$ cat src/rtl/muxbus_pkg.sv
package muxbus_pkg;
  // Strobes passed from the control to the datapath
  typedef struct packed {
    logic load;      // request accepted at this edge
    logic active;    // access in progress
    logic dataPhase; // write data replaces address on the bus
    logic capture;   // latch bus input at this edge
    logic drvBus;    // engine drives the shared bus
    logic csAct;     // chip select asserted
  } strobe_t;
endpackage

$ cat src/rtl/muxbus_ctrl.sv
module muxbus_ctrl
  import muxbus_pkg::*;
#(
  parameter int TW = 5
) (
  input  logic          clk,
  input  logic          rstN,
  input  logic          hostReq,
  input  logic          hostWrite,
  input  logic          waitN,
  input  logic [TW-1:0] csOn,
  input  logic [TW-1:0] csOffWr,
  input  logic [TW-1:0] csOffRd,
  input  logic [TW-1:0] advOn,
  input  logic [TW-1:0] advOffWr,
  input  logic [TW-1:0] advOffRd,
  input  logic [TW-1:0] weOn,
  input  logic [TW-1:0] weOff,
  input  logic [TW-1:0] oeOn,
  input  logic [TW-1:0] oeOff,
  input  logic [TW-1:0] rdAccess,
  input  logic [TW-1:0] wrDataOn,
  input  logic [TW-1:0] wrCycle,
  input  logic [TW-1:0] rdCycle,
  output strobe_t       stb,
  output logic          csN,
  output logic          advN,
  output logic          weN,
  output logic          oeN,
  output logic          dirIn,
  output logic          hostAck,
  output logic          busy
);
  logic          active;
  logic          isWr;
  logic [TW-1:0] cnt;
  logic [TW-1:0] csOff;
  logic [TW-1:0] advOff;
  logic [TW-1:0] cycLen;
  logic          lastCyc;

  function automatic logic inWin(input logic [TW-1:0] c, input logic [TW-1:0] on,
                                 input logic [TW-1:0] off);
    return (c >= on) && (c < off);
  endfunction

  always_comb begin
    csOff   = isWr ? csOffWr : csOffRd;
    advOff  = isWr ? advOffWr : advOffRd;
    cycLen  = isWr ? wrCycle : rdCycle;
    lastCyc = ({1'b0, cnt} + 1'b1) >= {1'b0, cycLen};
  end

  always_ff @(posedge clk) begin
    if (!rstN) begin
      active  <= 1'b0;
      isWr    <= 1'b0;
      cnt     <= '0;
      hostAck <= 1'b0;
    end else begin
      hostAck <= 1'b0;
      if (!active) begin
        if (hostReq) begin
          active <= 1'b1;
          isWr   <= hostWrite;
          cnt    <= '0;
        end
      end else if (waitN) begin
        if (lastCyc) begin
          active  <= 1'b0;
          hostAck <= 1'b1;
          cnt     <= '0;
        end else begin
          cnt <= cnt + 1'b1;
        end
      end
    end
  end

  always_comb begin
    csN   = !(active && inWin(cnt, csOn, csOff));
    advN  = !(active && inWin(cnt, advOn, advOff));
    weN   = !(active && isWr && inWin(cnt, weOn, weOff));
    oeN   = !(active && !isWr && inWin(cnt, oeOn, oeOff));
    dirIn = active && !isWr && (cnt >= oeOn);
    busy  = active;
    stb.load      = !active && hostReq;
    stb.active    = active;
    stb.dataPhase = isWr && (cnt >= wrDataOn);
    stb.capture   = active && !isWr && waitN && (cnt == rdAccess);
    stb.drvBus    = !dirIn;
    stb.csAct     = !csN;
  end
endmodule

$ cat src/rtl/muxbus_dpath.sv
module muxbus_dpath
  import muxbus_pkg::*;
#(
  parameter int ADDR_W = 26,
  parameter int DATA_W = 16,
  parameter int BE_W   = DATA_W / 8
) (
  input  logic                     clk,
  input  logic                     rstN,
  input  strobe_t                  stb,
  input  logic [ADDR_W-1:0]        hostAddr,
  input  logic [DATA_W-1:0]        hostWdata,
  input  logic [BE_W-1:0]          hostBe,
  input  logic [DATA_W-1:0]        busIn,
  output logic [ADDR_W-DATA_W-1:0] memAddr,
  output logic [DATA_W-1:0]        busOut,
  output logic                     busOe,
  output logic [BE_W-1:0]          beN,
  output logic [DATA_W-1:0]        rdData
);
  logic [ADDR_W-1:0] addrQ;
  logic [DATA_W-1:0] dataQ;
  logic [BE_W-1:0]   beQ;
  logic [DATA_W-1:0] keepQ;

  always_ff @(posedge clk) begin
    if (!rstN) begin
      addrQ <= '0;
      dataQ <= '0;
      beQ   <= '0;
      keepQ <= '0;
    end else begin
      if (stb.load) begin
        addrQ <= hostAddr;
        dataQ <= hostWdata;
        beQ   <= hostBe;
      end
      if (stb.capture) keepQ <= busIn;
    end
  end

  always_comb begin
    memAddr = addrQ[ADDR_W-1:DATA_W];
    if (!stb.active)       busOut = keepQ;
    else if (stb.dataPhase) busOut = dataQ;
    else                    busOut = addrQ[DATA_W-1:0];
    busOe  = stb.drvBus;
    beN    = stb.csAct ? ~beQ : '1;
    rdData = keepQ;
  end
endmodule

$ cat src/rtl/muxbus_engine.sv
module muxbus_engine
  import muxbus_pkg::*;
#(
  parameter int ADDR_W = 26,
  parameter int DATA_W = 16,
  parameter int TW     = 5,
  localparam int BE_W  = DATA_W / 8,
  localparam int UP_W  = ADDR_W - DATA_W
) (
  input  logic              clk,
  input  logic              rstN,
  input  logic              hostReq,
  input  logic              hostWrite,
  input  logic [ADDR_W-1:0] hostAddr,
  input  logic [DATA_W-1:0] hostWdata,
  input  logic [BE_W-1:0]   hostBe,
  output logic              hostAck,
  output logic [DATA_W-1:0] rdData,
  input  logic [TW-1:0]     csOn,
  input  logic [TW-1:0]     csOffWr,
  input  logic [TW-1:0]     csOffRd,
  input  logic [TW-1:0]     advOn,
  input  logic [TW-1:0]     advOffWr,
  input  logic [TW-1:0]     advOffRd,
  input  logic [TW-1:0]     weOn,
  input  logic [TW-1:0]     weOff,
  input  logic [TW-1:0]     oeOn,
  input  logic [TW-1:0]     oeOff,
  input  logic [TW-1:0]     rdAccess,
  input  logic [TW-1:0]     wrDataOn,
  input  logic [TW-1:0]     wrCycle,
  input  logic [TW-1:0]     rdCycle,
  input  logic              waitN,
  output logic [UP_W-1:0]   memAddr,
  output logic [DATA_W-1:0] busOut,
  output logic              busOe,
  input  logic [DATA_W-1:0] busIn,
  output logic              csN,
  output logic              advN,
  output logic              weN,
  output logic              oeN,
  output logic [BE_W-1:0]   beN,
  output logic              dirIn
);
  strobe_t stb;
  logic    busy;

  muxbus_ctrl #(.TW(TW)) u_ctrl (
    .clk(clk), .rstN(rstN), .hostReq(hostReq), .hostWrite(hostWrite), .waitN(waitN),
    .csOn(csOn), .csOffWr(csOffWr), .csOffRd(csOffRd),
    .advOn(advOn), .advOffWr(advOffWr), .advOffRd(advOffRd),
    .weOn(weOn), .weOff(weOff), .oeOn(oeOn), .oeOff(oeOff),
    .rdAccess(rdAccess), .wrDataOn(wrDataOn), .wrCycle(wrCycle), .rdCycle(rdCycle),
    .stb(stb), .csN(csN), .advN(advN), .weN(weN), .oeN(oeN), .dirIn(dirIn),
    .hostAck(hostAck), .busy(busy)
  );

  muxbus_dpath #(.ADDR_W(ADDR_W), .DATA_W(DATA_W), .BE_W(BE_W)) u_dpath (
    .clk(clk), .rstN(rstN), .stb(stb), .hostAddr(hostAddr), .hostWdata(hostWdata),
    .hostBe(hostBe), .busIn(busIn), .memAddr(memAddr), .busOut(busOut), .busOe(busOe),
    .beN(beN), .rdData(rdData)
  );
endmodule

$ cat config.mk
export PLATFORM = sky130hd
export DESIGN_NAME = muxbus_engine
export DESIGN_NICKNAME = d
export VERILOG_FILES = /design/src/rtl/muxbus_pkg.sv /design/src/rtl/muxbus_ctrl.sv /design/src/rtl/muxbus_dpath.sv /design/src/rtl/muxbus_engine.sv
export SDC_FILE = /design/constraint.sdc
export NUM_CORES = 1
export LEC_CHECK = 0
export ABC_AREA = 1
export BUFFER_PORTS_ARGS = -buffer_cell sky130_fd_sc_hd__buf_4
export CAP_MARGIN = 30
export CORE_MARGIN = 3
export CORE_UTILIZATION = 49
export DETAILED_ROUTE_END_ITERATION = 8
export PLACE_DENSITY = 0.77
export SLEW_MARGIN = 20
export SYNTH_ARGS = -nofsm -noshare
export SYNTH_HDL_FRONTEND = slang
export SYNTH_SLANG_ARGS = --single-unit
$ cat constraint.sdc
create_clock -name clk -period 2.5 [get_ports clk]
set_input_delay 0.625 -clock clk [delete_from_list [all_inputs] [get_ports clk]]
set_output_delay 0.625 -clock clk [all_outputs]
set_load 0.005 [all_outputs]
# Yosys cells after proc, flatten, opt, wreduce, memory -nomap -nowiden

Index checks and enable logic that the tools add are counted.

Register bits: 68
Word-level logic and storage cells: 65
Output and inout bits: 51
Bits of input ports: 135

Mux-type cells: 15
Reduce and logical (&&, ||, !) cells: 26
Equal/unequal tests: 2
Order comparisons: 10
Bitwise gates (word level): 2
Add/sub/neg operators: 2

Operators with widths:

| operator            | number |
|---|---|
| $mux 5              | 7 |
| $mux 16             | 2 |
| $ge 5x5->1          | 5 |
| $lt 5x5->1          | 4 |
| $logic_and 1x1->1   | 15 |
| $logic_not 1->1     | 7 |
| $add 5x1->6 const B | 1 |
| $ge 6x5->1          | 1 |
| $add 5x1->5 const B | 1 |
| $eq 5x5->1          | 1 |
| $mux 1              | 5 |
| $reduce_and 2->1    | 2 |
| $reduce_and 3->1    | 1 |
| $mux 2              | 1 |
| $ne 2x2->1 const B  | 1 |
| $not 2->2           | 1 |
| $reduce_bool 2->1   | 1 |
| $not 1->1           | 1 |

# Depth between registers and ports, before layout

Depth after elaboration: 5
Depth in mapped cells: 14
Mapped depth without buffers: 13

# Modules after synthesis

Synthesis repeated with hierarchy kept, for this count alone.

Cell total of the unflattened synthesis: 676
Area total of the unflattened synthesis: 4581.9 um^2

Modules (own cells, without submodules):

| module       | times used | cells an instance | sequential area each (um^2) | area each (um^2) |
|---|---|---|---|---|
| muxbus_dpath | 1          | 392               | 1201.2                      | 2735.1 |
| muxbus_ctrl  | 1          | 284               | 160.2                       | 1846.8 |

# Worst setup path before layout

OpenSTA, ideal clock, no wires.

Kind: input to output
Start: input wrDataOn[4]
End: output busOut[5]
Path buffers: 1
Slack: 0.076 ns
Required time: 1.875 ns
Cell stages on the path: 9
Arrival time: 1.799 ns
Path through: inv_1 > ha_1 > a21oi_1 > nand3_2 > nand2_1 > buf_2 > nand2_1 > nand3_1 > nand2_1

Longest elaborated chain between the ends: 4

Ends and longest elaborated chain:

| element           | RTL line            | source |
|---|---|---|
| start, declared   | muxbus_engine.sv:30 | `input logic [TW-1:0] wrDataOn,` |
| $ge 5x5->1        | muxbus_ctrl.sv:89   | `stb.dataPhase = isWr && (cnt >= wrDataOn);` |
| $logic_and 1x1->1 | muxbus_ctrl.sv:89   |  |
| $mux 16           | muxbus_dpath.sv:45  | `else if (stb.dataPhase) busOut = dataQ;` |
| $mux 16           | muxbus_dpath.sv:44  | `if (!stb.active) busOut = keepQ;` |
| end, declared     | muxbus_engine.sv:35 | `output logic [DATA_W-1:0] busOut,` |

No other way between the ends.

# Final worst setup path

Start: input wrDataOn[2]
End: output busOut[15]

Same word-level chain as after synthesis.

==> impl_results.md <==
- Pint: 1.83 mW
- Final Cycle Share: 1.01
- Clock buffer depth: 2
- # DRC: 0
- Failing checks: setup timing
- N_diodes: 0
- Final Hold Viols: 0
- Seq cells post-synth: 68
- Compound-Gate Fraction of Synth Area: 0.126
- Pin count of the biggest net entering global routing: between 60 and 70
- Clock period minus final worst setup slack: 2.53 ns
- Worst rel slew slack: 0.620
- Cell mode on critical path: nand2_1
- Die Wd: about 100 µm
- Slew Limit Fails: 0
- DRT Pass-1 Iters: 4
- # hold bufs at CTS: 0
- Final setup TNS: -0.496 ns
- Adder-Cell Fraction of Synth Area: 0.132
- RSZ-0062 raised after global routing: yes
- Area Growth Syn to Fin: 46.8%
- Yosys warnings: 0
- Die area: between 0.01 and 0.015 mm²
- WL final: approximately 14000 µm
- Syn_area_per_cell: 6.61 µm²
- Combinational Power Share: 0.243
- DPL Wire Length: 10200 µm
- CP max FO: 5
- Final core occ: 0.745
- GR Overflow Total: 0
- Placed cells: ~950
- Total Routing Usage GR: 0.262
- Synth Area in XOR/XNOR: 0.00784
- Seq/Total Area, Yosys: 0.305
- Largest family of logic cells by synthesized area: simple AND/OR/NAND/NOR gates
- IR drop worst, VDD: roughly 0.31 mV
- Critical path type: in -> out
- Psw: about 0.80 mW
- Overall power: about 2.6 mW
- Worst EP required: 1.88 ns
- Yosys cell types: 26
- Outcome: finished with violations
- Post-Place Cell Area: around 0.006 mm²
- Clock power frac: 0.313
- Fin Hold WS: ~0.46 ns
- Via count: roughly 5000
- Worst path max stage delay: around 0.20 ns
- CTS tree: built
- Drt wl/cell: 14.6 µm
- Most frequent cells in the layout: 201 x buf_4, 121 x nand2_1, 103 x inv_1
- Max stage delay cell, worst path: ha_4
- Root Driver: clkbuf_8
- Initial Utilization: 0.508
- Mapped cell area: 0.00447 mm²
- Final clock skew: approximately 0.016 ns
- First-pass GRT wire length: 21600 µm
- Final Worst Setup Slack: -0.0348 ns
- Die height: 102 µm
- Clock transition at path regs: approximately 0.080 ns
- CP Cell Sequence: buf_8 -> inv_4 -> ha_4 -> nand2_1 -> nand2_1 -> nand2_1 -> nand3_4 -> nand2_4 -> buf_6 -> nand2_2 -> nand3_1 -> nand2_1 -> buf_4
- CP Launch Type: primary input
- Cells after Synth: around 680
- Clock sinks: approximately 70
- Timing-limited maximum frequency: 0.395 GHz
- Worst Setup SP: wrDataOn[2]
- Post-Layout Cell Count: ~1000
- Number of global-route vias before repair: 4768
- CTS buffer count: 9
- Core area: between 0.008 and 0.009 mm²
- Most common cell after layout, fill and taps aside: buf_4
- Number of nets with antenna violations after detailed routing: 0
- CP bufs+invs: 4
- Num rows: 34
- Setup crit end kind: output port
- Largest delay share family, worst path: simple AND/OR/NAND/NOR gates
- Finished Cell Area: around 0.0066 mm²
- Initial DRC count: 263
- Clk_lat worst skew: 0.35 ns
- Switch share: 0.303
- CP Data Arrival Time: 1.91 ns
- Number of max-cap violations: 0
- Layout cells sized above 1: 0.332
- Final net count: around 1000
- Hold path start: u_dpath.dataQ[0]
- Seq pwr share: 0.443
- Final setup viols: 20
- Syn Nets: between 800 and 900
- Pwr per Cell Area: ~400 mW/mm²
- IO Pins: roughly 190
- Worst r2r src: u_ctrl.isWr
- H-tree depth: 3
- Worst hold path type: reg -> reg
- RePlAce Congestion: a little over 0.9
- Dpl ws: -0.101 ns
- Port bufs: approximately 190
- Post-Synth Simple-Gate Area: 0.264
- Post-DR vias/cell: 5.17
- Initial antenna violation count: 0
- Slew of the pin with the lowest slew margin: ~0.57 ns
- Mux contribution to synthesized area: 0.0269
- P_leak: roughly 3.5 nW
kinds of logic (layout without fill, tap and decap cells):
group                    Yosys count  count (layout)
AND/OR/NAND/NOR                  283             283
buffers and inverters            151             343
AO/OA/AOI/OAI                    111             111
flip-flops                        68              68
adder cells (fa/ha/maj)           47              47
multiplexers                      12              12
XOR/XNOR                           4               4
metal layers:
layer	global-route usage	wire length, µm
met5	0	0
met2	0.461	7110
met4	0.115	430
met3	0.0503	1010
met1	0.308	5650
worst paths after layout:
kind | to | slack, ns | cells past startpoint
setup / recovery | busOut[15] | -0.03 | 13
hold / removal | u_dpath.dataQ[0] | 0.46 | 2
setup reg to reg | u_ctrl.busy | 0.30 | 10
hold reg to reg | u_dpath.dataQ[0] | 0.46 | 2
worst register-to-register path, cell delays in order, from the launching register on:
cell	delay, ns
dfxtp_4	0.41
buf_4	0.13
bufbuf_16	0.28
mux2i_1	0.27
ha_1	0.28
nand2_1	0.07
nand2_1	0.04
nor2_1	0.31
and2_1	0.22
nor2_1	0.05
nor2_1	0.07
synthesized netlist by cell type (all sizes together):
cell | n | area (µm²)
a21oi | 54 | 270
dfxtp | 68 | 1360
nand4 | 17 | 106
o211ai | 1 | 7.51
and2 | 1 | 6.26
mux2i | 12 | 120
nand3b | 1 | 7.51
o21ai | 53 | 265
and3 | 1 | 6.26
xor2 | 3 | 26.3
buf | 26 | 153
nor2 | 78 | 293
nand3 | 44 | 225
nand2 | 139 | 524
xnor2 | 1 | 8.76
clkbuf | 14 | 52.6
inv | 111 | 417
o21a | 2 | 15.0
a31oi | 1 | 6.26
nor3 | 2 | 10.0
ha | 47 | 588
final cells by class:
| type | instances | area, µm² |
|---|---|---|
| multi-input combinational | 457 | 2730 |
| fill | 698 | 2250 |
| timing repair buffer | 216 | 1720 |
| sequential | 68 | 1380 |
| inverter | 111 | 419 |
| tap | 108 | 135 |
| clock buffer | 9 | 124 |
| clock inverter | 7 | 51.3 |
timing repair:
| action | CTS | global route |
|---|---|---|
| pin swaps | 20 | 20 |
| endpoints found under the setup margin | 23 | 23 |
| resized for setup | 40 | 36 |
| buffers inserted | 9 | 1 |
| cloned | 2 | 1 |
registers in the layout, indices dropped and copies added, names as in the netlist:
register	flops
u_ctrl.busy	1
u_ctrl.cnt	5
u_dpath.rdData	16
u_dpath.dataQ	16
u_ctrl.hostAck	1
u_ctrl.isWr	1
u_dpath.addrQ	26
u_dpath.beQ	2
power groups by stage:
stage               Sequential, mW  Clock (mW)  Combinational (mW)
floorplan                     1.19           0               0.296
global placement              1.19           0               0.544
detailed placement            1.20           0               0.564
CTS                           1.17       0.838               0.608
global route                  1.17       0.891               0.707
finish                        1.17       0.824               0.639
Power figures use the tool's default switching activity.
